==> src/rtl/trapu_pkg.sv <==
package trapu_pkg;

   localparam int unsigned XLEN  = 32;
   localparam int unsigned IDX_W = 5;

   typedef enum logic [1:0] {
      CSR_RD  = 2'd0,
      CSR_WR  = 2'd1,
      CSR_SET = 2'd2,
      CSR_CLR = 2'd3
   } csr_op_e;

   localparam logic [11:0] A_STATUS  = 12'h300;
   localparam logic [11:0] A_TVEC    = 12'h305;
   localparam logic [11:0] A_SCRATCH = 12'h340;
   localparam logic [11:0] A_EPC     = 12'h341;
   localparam logic [11:0] A_CAUSE   = 12'h342;
   localparam logic [11:0] A_TVAL    = 12'h343;

   localparam int unsigned BIT_IE   = 3;
   localparam int unsigned BIT_PIE  = 7;

   localparam logic [7:0] SLOT_RESET   = 8'h80;
   localparam logic [7:0] SLOT_ILLEGAL = 8'h84;
   localparam logic [7:0] SLOT_ECALL   = 8'h88;
   localparam logic [7:0] SLOT_LSU     = 8'h8C;

   localparam logic [XLEN-1:0] CODE_ILLEGAL = 32'd2;
   localparam logic [XLEN-1:0] CODE_ECALL   = 32'd11;
   localparam logic [XLEN-1:0] CODE_LDFAULT = 32'd5;
   localparam logic [XLEN-1:0] CODE_STFAULT = 32'd7;
   localparam logic [XLEN-1:0] IRQ_FLAG     = 32'h8000_0000;

   typedef struct packed {
      logic            take;
      logic            from_irq;
      logic [XLEN-1:0] cause;
      logic [7:0]      slot;
   } trap_sel_t;

endpackage

==> src/rtl/trapu_irq_pick.sv <==
module trapu_irq_pick
   import trapu_pkg::*;
#(
   parameter int unsigned NUM_IRQ = 32
) (
   input  logic [NUM_IRQ-1:0] req_i,
   input  logic               enable_i,
   output logic               hit_o,
   output logic [IDX_W-1:0]   idx_o
);

   generate
      if (NUM_IRQ == 1) begin : g_single
         assign hit_o = enable_i & req_i[0];
         assign idx_o = '0;
      end else begin : g_scan
         always_comb begin
            hit_o = 1'b0;
            idx_o = '0;
            for (int i = int'(NUM_IRQ) - 1; i >= 0; i--) begin
               if (enable_i && req_i[i]) begin
                  hit_o = 1'b1;
                  idx_o = IDX_W'(i);
               end
            end
         end
      end
   endgenerate

endmodule

==> src/rtl/trapu_arbiter.sv <==
module trapu_arbiter
   import trapu_pkg::*;
(
   input  logic             exc_illegal_i,
   input  logic             exc_ecall_i,
   input  logic             exc_lsu_i,
   input  logic             lsu_is_store_i,
   input  logic             irq_hit_i,
   input  logic [IDX_W-1:0] irq_idx_i,
   output trap_sel_t        sel_o
);

   always_comb begin
      sel_o = '0;
      if (exc_illegal_i) begin
         sel_o.take  = 1'b1;
         sel_o.cause = CODE_ILLEGAL;
         sel_o.slot  = SLOT_ILLEGAL;
      end else if (exc_ecall_i) begin
         sel_o.take  = 1'b1;
         sel_o.cause = CODE_ECALL;
         sel_o.slot  = SLOT_ECALL;
      end else if (exc_lsu_i) begin
         sel_o.take  = 1'b1;
         sel_o.cause = lsu_is_store_i ? CODE_STFAULT : CODE_LDFAULT;
         sel_o.slot  = SLOT_LSU;
      end else if (irq_hit_i) begin
         sel_o.take     = 1'b1;
         sel_o.from_irq = 1'b1;
         sel_o.cause    = IRQ_FLAG | XLEN'(irq_idx_i);
         sel_o.slot     = {1'b0, irq_idx_i, 2'b00};
      end
   end

endmodule

==> src/rtl/trapu_csr_file.sv <==
module trapu_csr_file
   import trapu_pkg::*;
#(
   parameter int unsigned     ALIGN_BITS = 8,
   parameter logic [XLEN-1:0] MTVEC_RST  = '0
) (
   input  logic            clk_i,
   input  logic            rst_ni,
   input  logic            csr_en_i,
   input  logic [1:0]      csr_op_i,
   input  logic [11:0]     csr_addr_i,
   input  logic [XLEN-1:0] csr_wdata_i,
   output logic [XLEN-1:0] csr_rdata_o,
   input  logic            trap_take_i,
   input  logic            trap_from_irq_i,
   input  logic [XLEN-1:0] trap_cause_i,
   input  logic [XLEN-1:0] trap_pc_i,
   input  logic [XLEN-1:0] trap_tval_i,
   input  logic            ret_take_i,
   output logic            mie_o,
   output logic            mpie_o,
   output logic [XLEN-1:0] mepc_o,
   output logic [XLEN-1:0] tvec_base_o
);

   localparam int unsigned HI_W = XLEN - ALIGN_BITS;

   logic [HI_W-1:0] tvec_q;
   logic [XLEN-1:0] epc_q, cause_q, tval_q, scratch_q;
   logic            ie_q, pie_q;
   logic [XLEN-1:0] status_view, old_val, new_val;
   logic            wr_en;
   csr_op_e         op;

   assign op = csr_op_e'(csr_op_i);

   always_comb begin
      status_view          = '0;
      status_view[BIT_IE]  = ie_q;
      status_view[BIT_PIE] = pie_q;
   end

   always_comb begin
      unique case (csr_addr_i)
         A_STATUS:  old_val = status_view;
         A_TVEC:    old_val = {tvec_q, {ALIGN_BITS{1'b0}}};
         A_SCRATCH: old_val = scratch_q;
         A_EPC:     old_val = epc_q;
         A_CAUSE:   old_val = cause_q;
         A_TVAL:    old_val = tval_q;
         default:   old_val = '0;
      endcase
   end

   always_comb begin
      unique case (op)
         CSR_WR:  new_val = csr_wdata_i;
         CSR_SET: new_val = old_val | csr_wdata_i;
         CSR_CLR: new_val = old_val & ~csr_wdata_i;
         default: new_val = old_val;
      endcase
   end

   assign wr_en       = csr_en_i && (op != CSR_RD) && !trap_take_i && !ret_take_i;
   assign csr_rdata_o = old_val;

   always_ff @(posedge clk_i) begin
      if (!rst_ni) begin
         tvec_q    <= MTVEC_RST[XLEN-1:ALIGN_BITS];
         epc_q     <= '0;
         cause_q   <= '0;
         tval_q    <= '0;
         scratch_q <= '0;
         ie_q      <= 1'b0;
         pie_q     <= 1'b0;
      end else if (trap_take_i) begin
         epc_q   <= trap_pc_i;
         cause_q <= trap_cause_i;
         tval_q  <= trap_from_irq_i ? '0 : trap_tval_i;
         pie_q   <= ie_q;
         ie_q    <= 1'b0;
      end else if (ret_take_i) begin
         ie_q  <= pie_q;
         pie_q <= 1'b1;
      end else if (wr_en) begin
         unique case (csr_addr_i)
            A_STATUS: begin
               ie_q  <= new_val[BIT_IE];
               pie_q <= new_val[BIT_PIE];
            end
            A_TVEC:    tvec_q    <= new_val[XLEN-1:ALIGN_BITS];
            A_SCRATCH: scratch_q <= new_val;
            A_EPC:     epc_q     <= new_val;
            A_CAUSE:   cause_q   <= new_val;
            A_TVAL:    tval_q    <= new_val;
            default: ;
         endcase
      end
   end

   assign mie_o       = ie_q;
   assign mpie_o      = pie_q;
   assign mepc_o      = epc_q;
   assign tvec_base_o = {tvec_q, {ALIGN_BITS{1'b0}}};

endmodule

==> src/rtl/trap_vec_unit.sv <==
module trap_vec_unit
   import trapu_pkg::*;
#(
   parameter int unsigned     NUM_IRQ    = 32,
   parameter int unsigned     ALIGN_BITS = 8,
   parameter logic [XLEN-1:0] MTVEC_RST  = 32'h0000_0000
) (
   input  logic               clk_i,
   input  logic               rst_ni,
   input  logic [31:0]        pc_i,
   input  logic [NUM_IRQ-1:0] irq_i,
   input  logic               exc_illegal_i,
   input  logic               exc_ecall_i,
   input  logic               exc_lsu_i,
   input  logic               lsu_is_store_i,
   input  logic [31:0]        exc_tval_i,
   input  logic               mret_i,
   input  logic               csr_en_i,
   input  logic [1:0]         csr_op_i,
   input  logic [11:0]        csr_addr_i,
   input  logic [31:0]        csr_wdata_i,
   output logic [31:0]        csr_rdata_o,
   output logic               redirect_o,
   output logic [31:0]        target_o
);

   localparam logic [XLEN-1:0] LOW_MASK   = (XLEN'(1) << ALIGN_BITS) - XLEN'(1);
   localparam logic [XLEN-1:0] RST_TARGET = (MTVEC_RST & ~LOW_MASK) | XLEN'(SLOT_RESET);

   generate
      if (NUM_IRQ < 1 || NUM_IRQ > 32) begin : g_bad_irq
         $error("trap_vec_unit: NUM_IRQ must lie in 1..32");
      end
      if (ALIGN_BITS < 8 || ALIGN_BITS > 30) begin : g_bad_align
         $error("trap_vec_unit: ALIGN_BITS must lie in 8..30");
      end
   endgenerate

   logic             irq_hit;
   logic [IDX_W-1:0] irq_idx;
   trap_sel_t        sel;
   logic             ret_take;
   logic             mie_w, mpie_w;
   logic [XLEN-1:0]  mepc_w, tvec_base_w;
   logic             redirect_q;
   logic [XLEN-1:0]  target_q;

   trapu_irq_pick #(.NUM_IRQ(NUM_IRQ)) u_pick (
      .req_i    (irq_i),
      .enable_i (mie_w),
      .hit_o    (irq_hit),
      .idx_o    (irq_idx)
   );

   trapu_arbiter u_arb (
      .exc_illegal_i  (exc_illegal_i),
      .exc_ecall_i    (exc_ecall_i),
      .exc_lsu_i      (exc_lsu_i),
      .lsu_is_store_i (lsu_is_store_i),
      .irq_hit_i      (irq_hit),
      .irq_idx_i      (irq_idx),
      .sel_o          (sel)
   );

   assign ret_take = mret_i && !sel.take;

   trapu_csr_file #(.ALIGN_BITS(ALIGN_BITS), .MTVEC_RST(MTVEC_RST)) u_csr (
      .clk_i           (clk_i),
      .rst_ni          (rst_ni),
      .csr_en_i        (csr_en_i),
      .csr_op_i        (csr_op_i),
      .csr_addr_i      (csr_addr_i),
      .csr_wdata_i     (csr_wdata_i),
      .csr_rdata_o     (csr_rdata_o),
      .trap_take_i     (sel.take),
      .trap_from_irq_i (sel.from_irq),
      .trap_cause_i    (sel.cause),
      .trap_pc_i       (pc_i),
      .trap_tval_i     (exc_tval_i),
      .ret_take_i      (ret_take),
      .mie_o           (mie_w),
      .mpie_o          (mpie_w),
      .mepc_o          (mepc_w),
      .tvec_base_o     (tvec_base_w)
   );

   always_ff @(posedge clk_i) begin
      if (!rst_ni) begin
         redirect_q <= 1'b1;
         target_q   <= RST_TARGET;
      end else if (sel.take) begin
         redirect_q <= 1'b1;
         target_q   <= tvec_base_w | XLEN'(sel.slot);
      end else if (ret_take) begin
         redirect_q <= 1'b1;
         target_q   <= mepc_w;
      end else begin
         redirect_q <= 1'b0;
      end
   end

   assign redirect_o = redirect_q;
   assign target_o   = target_q;

endmodule

==> config.mk <==
export PLATFORM = sky130hd
export DESIGN_NAME = trap_vec_unit
export DESIGN_NICKNAME = d
export VERILOG_FILES = /design/src/rtl/trapu_pkg.sv /design/src/rtl/trapu_irq_pick.sv /design/src/rtl/trapu_arbiter.sv /design/src/rtl/trapu_csr_file.sv /design/src/rtl/trap_vec_unit.sv
export SDC_FILE = /design/constraint.sdc
export NUM_CORES = 1
export LEC_CHECK = 0
export BUFFER_PORTS_ARGS = -buffer_cell sky130_fd_sc_hd__buf_2
export CAP_MARGIN = 20
export CORE_MARGIN = 4
export CORE_UTILIZATION = 60
export CTS_CLUSTER_DIAMETER = 60
export CTS_CLUSTER_SIZE = 20
export DETAILED_ROUTE_END_ITERATION = 12
export PLACE_DENSITY = 0.86
export SLEW_MARGIN = 20
export SYNTH_ARGS = -nofsm -noshare
export SYNTH_HDL_FRONTEND = slang
export SYNTH_HIERARCHICAL = 1
export SYNTH_SLANG_ARGS = --single-unit
==> constraint.sdc <==
create_clock -name clk_i -period 5.71 [get_ports clk_i]
set_input_delay 0.2855 -clock clk_i [delete_from_list [all_inputs] [get_ports clk_i]]
set_output_delay 0.2855 -clock clk_i [all_outputs]
set_load 0.01 [all_outputs]
Word level (Yosys, flattened, before mapping)
Cells that the tools add are included.

Eq/ne operators: 10. Mux-type cells: 100. Bitwise logic cells: 7. Reduce and logical (&&, ||, !) cells: 56.

Operators by type and width (count): $mux W32 (15); $pmux W32 S6 (1); $mux W5 (32); $mux W40 (3); $pmux W32 S3 (1); $eq A12 B10 Y1 const B (6); $mux W1 (46); $mux W42 (1); $logic_and A1 B1 Y1 (36); $and A32 B32 Y32 (1); $not A32 Y32 (1); $or A32 B32 Y32 (1); $or A32 B8 Y32 (1); $reduce_bool A2 Y1 (8); $reduce_and A3 Y1 (3); $reduce_and A4 Y1 (2); $reduce_bool A3 Y1 (2); $eq A2 B2 Y1 const B (2); $reduce_and A2 Y1 (2); $not A1 Y1 (3); $eq A2 B1 Y1 const B (1); $logic_not A1 Y1 (2); $mux W2 (1); $ne A2 B1 Y1 const B (1); $reduce_or A2 Y1 (1).

Bits in registers: 187. Input port bits: 150. Output and inout bits: 65. Word-level logic and storage cells: 182.

Depth between registers and ports, before layout
Depth in word-level cells: 44. Gate-level depth with buffers: 14. Depth with buffers taken out: 11.

Modules after synthesis
The synthesis kept the hierarchy.

By module, submodules not included: trapu_csr_file (times used 1, cells each 1019, area an instance 8485.6 sq um, sequential area each 3083.0 sq um); trap_vec_unit (times used 1, cells each 146, area an instance 1569.0 sq um, sequential area each 660.6 sq um); trapu_irq_pick (times used 1, cells each 71, area an instance 455.4 sq um, sequential area each 0.0 sq um); trapu_arbiter (times used 1, cells each 53, area an instance 364.1 sq um, sequential area each 0.0 sq um).

Worst setup path after synthesis
No wires, ideal clock.

Kind: reg-to-reg. Start: register u_csr.ie_q (netlist: u_csr/mie_o). End: register u_csr.epc_q[22] (netlist: u_csr/mepc_o[22]). Library setup time: 140 ps. Arrival time: 2957 ps. Required time: 5570 ps. Slack: 2612 ps. Stages on the path, launching flop included: 14. Clock period less this slack: 3098 ps. Cell sequence: dfxtp_1 buf_4 a21boi_0 nor2_1 nand4_1 nand2b_1 clkbuf_1 nor2b_1 nor3b_2 nand4_2 or3_1 nand2_1 buf_2 o221ai_1.

RTL lines: start, declared (RTL line trapu_csr_file.sv:30) `logic ie_q, pie_q;`; start signal, assigned (RTL line trapu_csr_file.sv:83) `ie_q <= pie_q;`; start signal, assigned (RTL line trapu_csr_file.sv:88) `ie_q <= new_val[BIT_IE];`; end signal, assigned (RTL line trapu_csr_file.sv:77) `epc_q <= trap_pc_i;`; end signal, assigned (RTL line trapu_csr_file.sv:93) `A_EPC: epc_q <= new_val;`; end, declared (RTL line trapu_csr_file.sv:29) `logic [XLEN-1:0] epc_q, cause_q, tval_q, scratch_q;`.

==> out/results.ini <==
[clocking]
htreeDepth = 4
path_clk_slew_ns = 0.07
cts-root-buf = clkbuf_16
cts-resized-gates = 0
cts.path.max_buffers = 2
cts_tree = built
clkLatencyLatePin_ns = 0.44
postCtsHoldBufs = 0
postCtsSetupRepairBufs = 0
clkSinkCount = 187
cts_buffers = 17

[route]
via_per_inst = 6.69
postRouteAntennaNets = 0
drtIter0Drc = 1212
num_vias = 11200
routed_wl_mm = 36.2
drc = 0
firstDrtPassIters = 7
wire_per_inst_um = 21.7

[timing]
relSlewSlack = 0.234
setup_viol = 0
whs_ns = 0.0693
tns_ns = 0
drv_slew = 0
fin_crit_sh = 0.690
max_slew.worst_pin.slew_ns = 1.15
max_freq_mhz = 254
worst_slack_ns = 1.77
hold_viol_final = 0
fin_worst_skew_ns = 0.0115
rsz0062_at_grt = false
min_period_ns = 3.94

[critical_path]
cp-end-kind = register
r2r-start = u_csr/mie_o$_SDFFE_PP0P_
reg2reg_depth = 10
critPathTopFamily = buffers and inverters
worst-path-buf-inv = 3
cp_common_cell = buf_4
required_ns = 6.06
crit_type = reg -> reg
crit_slowest_cell = dfxtp_1
rrSetupSlack_ns = 1.77
r2r_end = u_csr/tval_q[10]$_SDFFE_PN0P_
crit_fanout = 75
path_cells = a21boi_0, nor2_1, nand4_1, nand2b_2, buf_4, inv_2, o21ai_2, buf_4, o221ai_1, a21oi_1
worst_path_largest_cell_delay_ns = 0.72
crit_arrival_ns = 4.29
start_kind = register

[global_routing]
antenna_found_initial = 0
grt-ovfl-total = 0
grt_first_pass_wirelength_mm = 55.4
grt_max_degree = 76
first_global_vias = 10500
track_usage = 0.341

[synth]
ys_top_cells_by_area = dfxtp_1 34%, mux2i_1 6.8%, a21oi_1 6.1%
syn_inst = 1289
synth.area.mux_share = 0.0909
yosysSeqAreaShare = 0.344
synth_ff_type = dfxtp_1
synth-edff-count = 0
synth_cell_types = 76
async_flop_share = 0
syn_avg_cell_area_um2 = 8.44
synth_top_cell_by_area = dfxtp_1
yosys.area_share.adder = 0
synth-simple-area-share = 0.173
synth_top_family_by_area = compound AO/OA/AOI/OAI gates
yosys.area.top_type_share = 0.344
ys_seq_elements = 187
syn-cell-area_um2 = 10900
synth_xor_area_frac = 0.00886
yosysWarnings = 6
synth_compound_area_frac = 0.301

[pwr]
ir_worst_vdd_mv = 0.213
clkPwrFrac = 0.389
p_per_area_nw_per_um2 = 243
intPower_mw = 2.19
p_sw_frac = 0.270
p_sw_uw = 810
combPwrFrac = 0.147
leakage_nw = 4.92
power.share.sequential = 0.464

[final_layout]
final_cells = 1673
n_antenna_cell = 0
syn2layout_area_growth_pct = 13.6
drive_gt1_frac = 0.229
finalCoreUtilization = 0.704
fin_nets = 1586

[floorplanning]
std_cell_rows = 48
core-area_um2 = 17500
io_pins = 215
dieArea_um2 = 20300
die_y_um = 143
initial_core_util = 0.620
fp.dieW_um = 143

[place]
pre_cts_ws_ns = 1.81
hpwl_mm = 24.4
gp_congestion = 0.946
place_inst = 1640
portBuffers = 214

[hold_path]
min-delay-start = exc_tval_i[4]
min_path_cells = 3
hold_class = in -> reg
min_to = u_csr/tval_q[4]$_SDFFE_PN0P_

[outcome]
status = finished, final reports clean

[run]
maxCapViolations = 0

==> flip-flops by register name (all words and copies together), names as in the netlist <==
signal and cells:
u_csr/tval_q 32, target_o 32, redirect_o 1, u_csr/mie_o 1, u_csr/mpie_o 1, u_csr/scratch_q 32
u_csr/mepc_o 32, u_csr/cause_q 32, u_csr/tvec_q 24
==> Yosys cell counts (all sizes together) (3+ instances only) <==
| cell | n |
|---|---|
| nand4 | 6 |
| a41oi | 9 |
| o41ai | 8 |
| mux2 | 22 |
| a21boi | 4 |
| nor2b | 54 |
| nor2 | 44 |
| a32oi | 22 |
| a22oi | 22 |
| mux2i | 74 |
| o21a | 23 |
| inv | 13 |
| nand2b | 27 |
| xnor2 | 10 |
| a211oi | 34 |
| nand3 | 29 |
| and2 | 18 |
| o2bb2ai | 6 |
| or3 | 7 |
| o211ai | 9 |
| nor4 | 4 |
| dfxtp | 187 |
| o22a | 9 |
| nor3b | 8 |
| o22ai | 24 |
| a31oi | 14 |
| o221ai | 48 |
| and3 | 18 |
| a32o | 7 |
| o21ai | 95 |
| a21oi | 134 |
| nor3 | 12 |
| clkbuf | 68 |
| nand2 | 111 |
| buf | 80 |
| o21bai | 3 |
==> layout by cell type (no fill, tap or decap), types with 6 or more instances in the layout <==
master	netlist	final
a211oi_1	32	32
a21oi_1	132	132
a22oi_1	22	22
a31oi_1	14	14
a32o_1	7	7
a32oi_1	22	22
a41oi_1	9	9
and2_1	18	18
and3_1	18	18
buf_2	25	212
buf_4	44	28
clkbuf_16	0	17
conb_1	2	36
dfxtp_1	187	187
inv_1	12	11
mux2_2	22	22
mux2i_1	74	74
nand2_1	111	110
nand2b_1	27	26
nand3_1	29	29
nor2_1	43	43
nor2b_1	54	54
nor3_1	9	9
nor3b_1	7	7
o211ai_1	9	9
o21a_1	23	23
o21ai_0	13	13
o21ai_1	81	81
o221ai_1	48	48
o22a_1	9	9
o22ai_1	15	15
o22ai_2	9	9
o2bb2ai_1	6	6
or3_1	7	7
xnor2_1	10	10
==> worst max-delay path by stage <==
stage                                           to  slack [ns]  cells past startpoint                     start
finish               u_csr/tval_q[10]$_SDFFE_PN0P_        1.77                     10  u_csr/mie_o$_SDFFE_PP0P_
global route         u_csr/tval_q[10]$_SDFFE_PN0P_        1.48                     10  u_csr/mie_o$_SDFFE_PP0P_
CTS                 u_csr/cause_q[31]$_SDFFE_PN0P_        1.89                     10  u_csr/mie_o$_SDFFE_PP0P_
detailed placement   u_csr/mepc_o[13]$_SDFFE_PN0P_        1.81                     12                 irq_i[28]
global placement    u_csr/cause_q[31]$_SDFFE_PN0P_        1.94                     11                 irq_i[28]
floorplan            u_csr/mepc_o[22]$_SDFFE_PN0P_        2.61                     13  u_csr/mie_o$_SDFFE_PP0P_
==> layout make-up <==
type | instances | area [um^2]
clock inverters | 10 | 115
fillers | 1379 | 5190
well taps | 225 | 282
inverters | 13 | 48.8
clock buffers | 21 | 450
repair buffers | 242 | 1310
flip-flops and latches | 187 | 3740
multi-input cells | 975 | 6400
==> stage by stage <==
stage	instance area [um^2]	power (mW)
after floorplan	11000	1.70
after global placement	11700	1.83
after detailed placement	11700	1.84
after CTS	12300	2.98
after global routing	12300	3.09
final	12300	3.00
==> power by group through the flow <==
stage	Sequential (mW)	Combinational (mW)	Clock, mW
final	1.39	0.442	1.16
after global placement	1.42	0.412	0
after floorplan	1.41	0.289	0
after detailed placement	1.42	0.423	0
after global routing	1.39	0.471	1.22
after CTS	1.39	0.427	1.17
==> metal layers <==
layer / vias to the layer above / routed length [um] / track usage / part of all wire
met5: - / 0 / 0 / 0
met4: 0 / 2270 / 0.210 / 0.063
met3: 123 / 3730 / 0.0606 / 0.10
met2: 784 / 16700 / 0.538 / 0.46
met1: 5257 / 13600 / 0.435 / 0.37
li1: 5033 / - / - / -
==> cell families after synthesis <==
kind of cell,Yosys count
AOI/OAI and AO/OA,481
DFF,187
buffers and inverters,161
xor gates and xnor gates,11
and+or+nand+nor,351
muxes,96
other,2
==> tightest hold or removal path, delay by kind of cell <==
kind / cells / cell delay (ns)
AO/OA/AOI/OAI: 2 / 0.10
buffers and inverters: 1 / 0.08
No activity file was read; power rests on OpenSTA's default activity.
